$ cat config.mk
export PLATFORM = sky130hd
export DESIGN_NAME = vpfp_round_conv
export DESIGN_NICKNAME = d
export VERILOG_FILES = /design/src/rtl/vpfp_pkg.sv /design/src/rtl/vpfp_unpack.sv /design/src/rtl/vpfp_rounder.sv /design/src/rtl/vpfp_pack.sv /design/src/rtl/vpfp_round_conv.sv
export SDC_FILE = /design/constraint.sdc
export NUM_CORES = 1
export LEC_CHECK = 0
export BUFFER_PORTS_ARGS = -buffer_cell sky130_fd_sc_hd__buf_2
export CORE_MARGIN = 1
export CORE_UTILIZATION = 50
export CTS_CLUSTER_SIZE = 30
export DETAILED_ROUTE_END_ITERATION = 7
export HOLD_SLACK_MARGIN = 0.12
export PLACE_DENSITY = 0.77
export SLEW_MARGIN = 20
export SYNTH_ARGS = -nofsm -noshare
export SYNTH_HDL_FRONTEND = slang
export SYNTH_HIERARCHICAL = 1
export SYNTH_SLANG_ARGS = --single-unit
$ cat constraint.sdc
create_clock -name clk -period 3.49 [get_ports clk]
set_input_delay 0.698 -clock clk [delete_from_list [all_inputs] [get_ports clk]]
set_output_delay 0.698 -clock clk [all_outputs]
set_load 0.02 [all_outputs]
$ cat src/rtl/vpfp_pkg.sv
package vpfp_pkg;
    localparam int SRC_W     = 32;
    localparam int SRC_EW    = 8;
    localparam int SRC_FW    = 23;
    localparam int SRC_BIAS  = 127;
    localparam int SIG_MAX   = SRC_FW + 1;
    localparam int SIG_MIN   = 3;
    localparam int EXP_MIN   = 5;
    localparam int EXP_MAX   = 8;
    localparam int SIGW_BITS = 5;
    localparam int EXPW_BITS = 4;
    localparam int BIAS_BITS = 8;
    localparam int EXPN_W    = SRC_EW + 3;

    typedef enum logic [1:0] {
        RM_TRUNC     = 2'b00,
        RM_NEAR_UP   = 2'b01,
        RM_NEAR_EVEN = 2'b10,
        RM_ODD       = 2'b11
    } rmode_t;

    typedef enum logic {
        ST_EMPTY = 1'b0,
        ST_FULL  = 1'b1
    } stage_t;

    typedef enum logic [1:0] {
        CL_ZERO = 2'd0,
        CL_NORM = 2'd1,
        CL_INF  = 2'd2,
        CL_NAN  = 2'd3
    } cls_t;

    typedef struct packed {
        logic                sign;
        cls_t                cls;
        logic [EXPN_W-1:0]   exp;
        logic [SIG_MAX-1:0]  sig;
    } unp_t;
endpackage

$ cat src/rtl/vpfp_unpack.sv
module vpfp_unpack
    import vpfp_pkg::*;
(
    input  logic [SRC_W-1:0]     x_i,
    input  logic [BIAS_BITS-1:0] bias_i,
    output unp_t                 unp_o
);
    logic [SRC_EW-1:0] ex_field;
    logic [SRC_FW-1:0] fr_field;
    logic              ex_zero;
    logic              ex_ones;

    always_comb begin
        ex_field = x_i[SRC_W-2 -: SRC_EW];
        fr_field = x_i[SRC_FW-1:0];
        ex_zero  = (ex_field == '0);
        ex_ones  = (ex_field == '1);

        unp_o.sign = x_i[SRC_W-1];
        unp_o.sig  = {1'b1, fr_field};
        unp_o.exp  = EXPN_W'($signed(EXPN_W'(ex_field))
                             + $signed(EXPN_W'(bias_i))
                             - $signed(EXPN_W'(SRC_BIAS)));
        if (ex_zero)
            unp_o.cls = CL_ZERO;
        else if (ex_ones && fr_field == '0)
            unp_o.cls = CL_INF;
        else if (ex_ones)
            unp_o.cls = CL_NAN;
        else
            unp_o.cls = CL_NORM;
    end
endmodule

$ cat src/rtl/vpfp_rounder.sv
module vpfp_rounder
    import vpfp_pkg::*;
#(
    parameter int SIG_W = SIG_MAX,
    parameter int CNT_W = SIGW_BITS
)(
    input  logic [SIG_W-1:0] sig_i,
    input  logic [CNT_W-1:0] keep_i,
    input  rmode_t           mode_i,
    output logic [SIG_W-2:0] frac_o,
    output logic             carry_o,
    output logic             inexact_o
);
    localparam int EXT_W = SIG_W + 1;
    localparam logic [EXT_W-1:0] ONE = EXT_W'(1);

    logic [CNT_W-1:0] drop;
    logic [EXT_W-1:0] ext, mask_all, half_bit, rem, kept, sum, fmask, frac_full;
    logic             guard, sticky, bump;

    always_comb begin
        drop      = CNT_W'(SIG_W) - keep_i;
        ext       = {1'b0, sig_i};
        mask_all  = (ONE << drop) - ONE;
        half_bit  = (drop == '0) ? '0 : (ONE << (drop - CNT_W'(1)));
        rem       = ext & mask_all;
        kept      = ext >> drop;
        guard     = |(rem & half_bit);
        sticky    = |(rem & (mask_all >> 1));
        inexact_o = |rem;

        unique case (mode_i)
            RM_TRUNC:     bump = 1'b0;
            RM_NEAR_UP:   bump = guard;
            RM_NEAR_EVEN: bump = guard & (sticky | kept[0]);
            RM_ODD:       bump = 1'b0;
            default:      bump = 1'b0;
        endcase

        if (mode_i == RM_ODD)
            sum = kept | EXT_W'(inexact_o);
        else
            sum = kept + EXT_W'(bump);

        carry_o   = |(sum >> keep_i);
        fmask     = (ONE << (keep_i - CNT_W'(1))) - ONE;
        frac_full = carry_o ? '0 : (sum & fmask);
        frac_o    = frac_full[SIG_W-2:0];
    end
endmodule

$ cat src/rtl/vpfp_pack.sv
module vpfp_pack
    import vpfp_pkg::*;
#(
    parameter int OUT_W = SRC_W,
    parameter int SIG_W = SIG_MAX,
    parameter int CNT_W = SIGW_BITS,
    parameter int EW_W  = EXPW_BITS
)(
    input  unp_t             unp_i,
    input  logic [SIG_W-2:0] frac_i,
    input  logic             carry_i,
    input  logic             inexact_i,
    input  logic [CNT_W-1:0] keep_i,
    input  logic [EW_W-1:0]  ew_i,
    input  rmode_t           mode_i,
    output logic [OUT_W-1:0] data_o,
    output logic             inx_o,
    output logic             ovf_o,
    output logic             unf_o
);
    localparam int POS_W = $clog2(OUT_W) + 1;

    logic [EXPN_W-1:0] all1, e_max, e_round, exp_f;
    logic [SIG_W-2:0]  frac_f, frac_ones, frac_nan;
    logic [POS_W-1:0]  pos_sign, pos_exp;
    logic              to_max;

    always_comb begin
        all1      = (EXPN_W'(1) << ew_i) - EXPN_W'(1);
        e_max     = all1 - EXPN_W'(1);
        e_round   = unp_i.exp + EXPN_W'(carry_i);
        frac_ones = (SIG_W-1)'(((EXPN_W+SIG_W)'(1) << (keep_i - CNT_W'(1))) - (EXPN_W+SIG_W)'(1));
        frac_nan  = (SIG_W-1)'((EXPN_W+SIG_W)'(1) << (keep_i - CNT_W'(2)));
        to_max    = (mode_i == RM_TRUNC) || (mode_i == RM_ODD);
        pos_exp   = POS_W'(keep_i) - POS_W'(1);
        pos_sign  = pos_exp + POS_W'(ew_i);

        exp_f  = '0;
        frac_f = '0;
        inx_o  = 1'b0;
        ovf_o  = 1'b0;
        unf_o  = 1'b0;

        unique case (unp_i.cls)
            CL_ZERO: begin
                exp_f  = '0;
                frac_f = '0;
            end
            CL_INF: begin
                exp_f  = all1;
                frac_f = '0;
            end
            CL_NAN: begin
                exp_f  = all1;
                frac_f = frac_nan;
            end
            CL_NORM: begin
                if ($signed(unp_i.exp) < $signed(EXPN_W'(1))) begin
                    unf_o = 1'b1;
                    inx_o = 1'b1;
                end else if ($signed(e_round) > $signed(e_max)) begin
                    ovf_o = 1'b1;
                    inx_o = 1'b1;
                    if (to_max) begin
                        exp_f  = e_max;
                        frac_f = frac_ones;
                    end else begin
                        exp_f  = all1;
                        frac_f = '0;
                    end
                end else begin
                    exp_f  = e_round;
                    frac_f = frac_i;
                    inx_o  = inexact_i;
                end
            end
            default: begin
                exp_f  = '0;
                frac_f = '0;
            end
        endcase

        data_o = (OUT_W'(unp_i.sign) << pos_sign)
               | (OUT_W'(exp_f) << pos_exp)
               | OUT_W'(frac_f);
    end
endmodule

$ cat src/rtl/vpfp_round_conv.sv
module vpfp_round_conv
    import vpfp_pkg::*;
(
    input  logic                 clk,
    input  logic                 rst_n,
    input  logic                 in_valid,
    output logic                 in_ready,
    input  logic [SRC_W-1:0]     in_data,
    input  logic [SIGW_BITS-1:0] cfg_sig_w,
    input  logic [EXPW_BITS-1:0] cfg_exp_w,
    input  logic [BIAS_BITS-1:0] cfg_bias,
    input  logic [1:0]           rnd_mode,
    output logic                 out_valid,
    input  logic                 out_ready,
    output logic [SRC_W-1:0]     out_data,
    output logic                 out_inexact,
    output logic                 out_overflow,
    output logic                 out_underflow
);
    stage_t                 state_q, state_d;
    logic                   accept, drain;
    logic [SIGW_BITS-1:0]   keep_c;
    logic [EXPW_BITS-1:0]   ew_c;
    rmode_t                 mode_c;
    unp_t                   unp;
    logic [SIG_MAX-2:0]     frac_r;
    logic                   carry_r, inexact_r;
    logic [SRC_W-1:0]       data_c;
    logic                   inx_c, ovf_c, unf_c;

    // configuration clamping
    always_comb begin
        if (cfg_sig_w < SIGW_BITS'(SIG_MIN))
            keep_c = SIGW_BITS'(SIG_MIN);
        else if (cfg_sig_w > SIGW_BITS'(SIG_MAX))
            keep_c = SIGW_BITS'(SIG_MAX);
        else
            keep_c = cfg_sig_w;

        if (cfg_exp_w < EXPW_BITS'(EXP_MIN))
            ew_c = EXPW_BITS'(EXP_MIN);
        else if (cfg_exp_w > EXPW_BITS'(EXP_MAX))
            ew_c = EXPW_BITS'(EXP_MAX);
        else
            ew_c = cfg_exp_w;

        mode_c = rmode_t'(rnd_mode);
    end

    vpfp_unpack u_unpack (
        .x_i    (in_data),
        .bias_i (cfg_bias),
        .unp_o  (unp)
    );

    vpfp_rounder #(.SIG_W(SIG_MAX), .CNT_W(SIGW_BITS)) u_round (
        .sig_i     (unp.sig),
        .keep_i    (keep_c),
        .mode_i    (mode_c),
        .frac_o    (frac_r),
        .carry_o   (carry_r),
        .inexact_o (inexact_r)
    );

    vpfp_pack #(.OUT_W(SRC_W), .SIG_W(SIG_MAX), .CNT_W(SIGW_BITS), .EW_W(EXPW_BITS)) u_pack (
        .unp_i     (unp),
        .frac_i    (frac_r),
        .carry_i   (carry_r),
        .inexact_i (inexact_r),
        .keep_i    (keep_c),
        .ew_i      (ew_c),
        .mode_i    (mode_c),
        .data_o    (data_c),
        .inx_o     (inx_c),
        .ovf_o     (ovf_c),
        .unf_o     (unf_c)
    );

    // stage controller: next state
    always_comb begin
        accept  = in_valid && in_ready;
        drain   = out_valid && out_ready;
        state_d = state_q;
        unique case (state_q)
            ST_EMPTY: if (accept) state_d = ST_FULL;           // LOAD
            ST_FULL:  if (drain && !accept) state_d = ST_EMPTY; // DRAIN; REFILL stays
            default:  state_d = ST_EMPTY;
        endcase
    end

    // state register
    always_ff @(posedge clk or negedge rst_n) begin
        if (!rst_n) state_q <= ST_EMPTY;
        else        state_q <= state_d;
    end

    // handshake outputs
    always_comb begin
        out_valid = (state_q == ST_FULL);
        in_ready  = (state_q == ST_EMPTY) || out_ready;
    end

    // result register
    always_ff @(posedge clk or negedge rst_n) begin
        if (!rst_n) begin
            out_data      <= '0;
            out_inexact   <= 1'b0;
            out_overflow  <= 1'b0;
            out_underflow <= 1'b0;
        end else if (accept) begin
            out_data      <= data_c;
            out_inexact   <= inx_c;
            out_overflow  <= ovf_c;
            out_underflow <= unf_c;
        end
    end
endmodule

==> results.sh <==
export IMPL_cp_start_kind="input port"
export IMPL_grt_overflow=0
export IMPL_critical_path_max_fanout=11
export IMPL_drtAntennaViolNets=0
export IMPL_synth_ff_latch_count=36
export IMPL_synth_nets=1675
export IMPL_wl_per_cell_um=22.35
export IMPL_ir_drop_mv=0.3166
export IMPL_place_hpwl_um=40730
export IMPL_initial_core_util_pct=51.44
export IMPL_drt_pass1_iter_count=8
export IMPL_worst_path_largest_cell_delay_ns=0.42
export IMPL_die_h_um=152.3
export IMPL_rsz0062_at_grt="yes"
export IMPL_seqCellArea_um2=900.9
export IMPL_drc=8
export IMPL_cts_buffers=5
export IMPL_fillCellCount=1574
export IMPL_fin_crit_sh_pct=282.5
export IMPL_cts_htree_levels=2
export IMPL_antenna_found_initial=0
export IMPL_cap_violations=0
export IMPL_yosys_warnings=6
export IMPL_slew_viol_final=0
export IMPL_fin_area_um2=17390
export IMPL_core_um2=21960
export IMPL_violations="design-rule violations, negative setup slack"
export IMPL_grt_max_degree=37
export IMPL_finalSetupViolations=34
export IMPL_grt_usage_pct=42.92
export IMPL_pre_cts_ws_ns=-6.828
export IMPL_cp_required_ns=3.65
export IMPL_yosysUniqueCellTypes=109
export IMPL_post_route_min_period_ns=9.858
export IMPL_worst_pin_slew_ns=0.7558
export IMPL_syn_to_final_growth_pct=53.93
export IMPL_synth_avg_cell_area_um2=7.222
export IMPL_numClockSinks=36
export IMPL_slowest_stage="a2111oi_4"
export IMPL_multi_input_area_um2=10650
export IMPL_io_buffers=91
export IMPL_final_cell_mix="571 x buf_4, 157 x nand2_1, 134 x nor2_1"
export IMPL_place_congestion=1.021
export IMPL_path_class="in2reg"
export IMPL_cp_end_kind="flop"
export IMPL_syn_inst=1564
export IMPL_timing_hold_ws_ns=0.4905
export IMPL_yosysSeqAreaShare_pct=7.976
export IMPL_final_common_cell="buf_4"
export IMPL_clockBufferDepth=2
export IMPL_n_antenna_cell=0
export IMPL_drive_above_1_share_pct=45.49
export IMPL_place_area_um2=16030
export IMPL_max_freq_ghz=0.1014
export IMPL_synth_ff_type="dfrtp_1"
export IMPL_die_x_um=152.3
export IMPL_r2r_cells=3
export IMPL_finalPower_mw=7.198
export IMPL_slew_headroom_pct=49.61
export IMPL_hp_class="in2async"
export IMPL_core_rowCount=54
export IMPL_cts_root_buf="clkbuf_16"
export IMPL_synth_edf_count=0
export IMPL_r2r_slack_ns=1.99
export IMPL_viasPerCell=6.587
export IMPL_leakage_nw=7.842
export IMPL_io_pins=92
export IMPL_grt_pass1_vias=14840
export IMPL_worstPathArrival_ns=10.02
export IMPL_fin_skew_ns=0.003200
export IMPL_status="complete, but fails checks"
export IMPL_cpMostUsedCell="ha_4"
export IMPL_clk_latency_ns=0.28
export IMPL_cellPowerDensity_nw_per_um2=414.0
export IMPL_synthArstFlopShare_pct=100.0
export IMPL_die_area_um2=23190
export IMPL_grt_pass1_wl_um=80160
export IMPL_hold_buffers=0
export IMPL_clk_pin_slew_ns=0.06
export IMPL_fin_nets=2238
export IMPL_drt_iter0_markers=2125
export IMPL_synth_area_um2=11290
export IMPL_vias=15860
export IMPL_cts_tree="done"
export IMPL_hold_violations=0
export IMPL_totalWireLength_um=53820
export IMPL_worst_slack_ns=-6.368
worst max-delay path, delay by kind of cell:
kind                       cells  cell delay (ns)
AOI/OAI and AO/OA             13             2.72
and+or+nand+nor               16             2.63
muxes                          6             1.45
adders and majority gates      6             1.10
buffers and inverters          7             0.97
xor gates and xnor gates       2             0.43
final timing paths:
kind,endpoint,start
setup / recovery,out_data[23],cfg_sig_w[2]
setup reg to reg,out_data[5],out_valid
hold / removal,out_underflow,rst_n
max in group asynchronous,out_data[14],rst_n
hold reg to reg,out_data[12],out_data[12]
min in group clk,out_data[12],out_data[12]
cell families after synthesis:
kind of cell    Yosys count  share of synthesized area (%)
simple gates            587                          25.90
flops                    36                          7.976
fa+ha+maj                56                          6.337
mux                     126                          14.76
xor+xnor                 67                          5.328
other cells               1                        0.03320
buf+inv                 184                          7.777
compound gates          507                          31.89
where the power goes:
group,internal (mW),switching [mW]
registers,0.583,0.109
logic,2.82,3.26
clock network,0.262,0.162
total,3.67,3.53
what timing repair did:
action | CTS | global route
pin swaps | 44 | 37
setup endpoints to repair | 35 | 35
cloned | 1 | 0
gates resized for setup | 121 | 72
buffers inserted | 24 | 17
cell usage after synthesis, drive strengths merged, types with 16 or more instances:
cell    count  area share, %
o221ai     16            1.3
mux2i      53            4.9
xnor2      37            2.9
buf        60            3.7
nor2      145            4.8
o22ai      18            1.1
ha         54            6.0
nand2     162            5.5
a21oi     113            5.1
a31oi      21            1.3
nor4       25            1.7
nand4      23            1.3
nor3       61            2.8
inv        49            1.6
o31ai      18            1.2
mux2       58            6.8
nand3      60            2.7
a211oi     21            1.4
dfrtp      36            8.0
o21ai      95            4.2
xor2       30            2.4
a221oi     16            1.4
clkbuf     73            2.4
a22oi      21            1.4
o211ai     21            1.5
sequential cells by signal, summed over array words and instances, names as in the netlist:
signal	count
out_underflow	1
out_valid	1
out_data	32
out_overflow	1
out_inexact	1
per-layer routing:
metal	global-route usage, %	vias to the layer above	part of all wire, %
met5	0	-	0
met4	13.65	0	4.6
met3	9.300	251	12
met2	68.11	1183	43
met1	57.72	7346	40
li1	-	7082	-
layout make-up:
class,instances,area share (%)
multi-input combinational,1344,61.23
timing repair buffer,689,29.63
sequential,36,5.182
tap,280,2.015
inverter,51,1.116
clock buffer,5,0.7197
clock inverter,3,0.1080
stage by stage:
step	setup TNS (ns)	std cells	utilization [%]
5_1_grt	-221.34	2408	79.17
2_1_floorplan	-229.09	1564	-
3_3_place_gp	-221.17	2363	72.99
3_5_place_dp	-224.71	2363	72.99
4_1_cts	-198.80	2393	76.96
6_report	-210.35	2408	79.17
No activity file was read; power rests on OpenSTA's default activity.
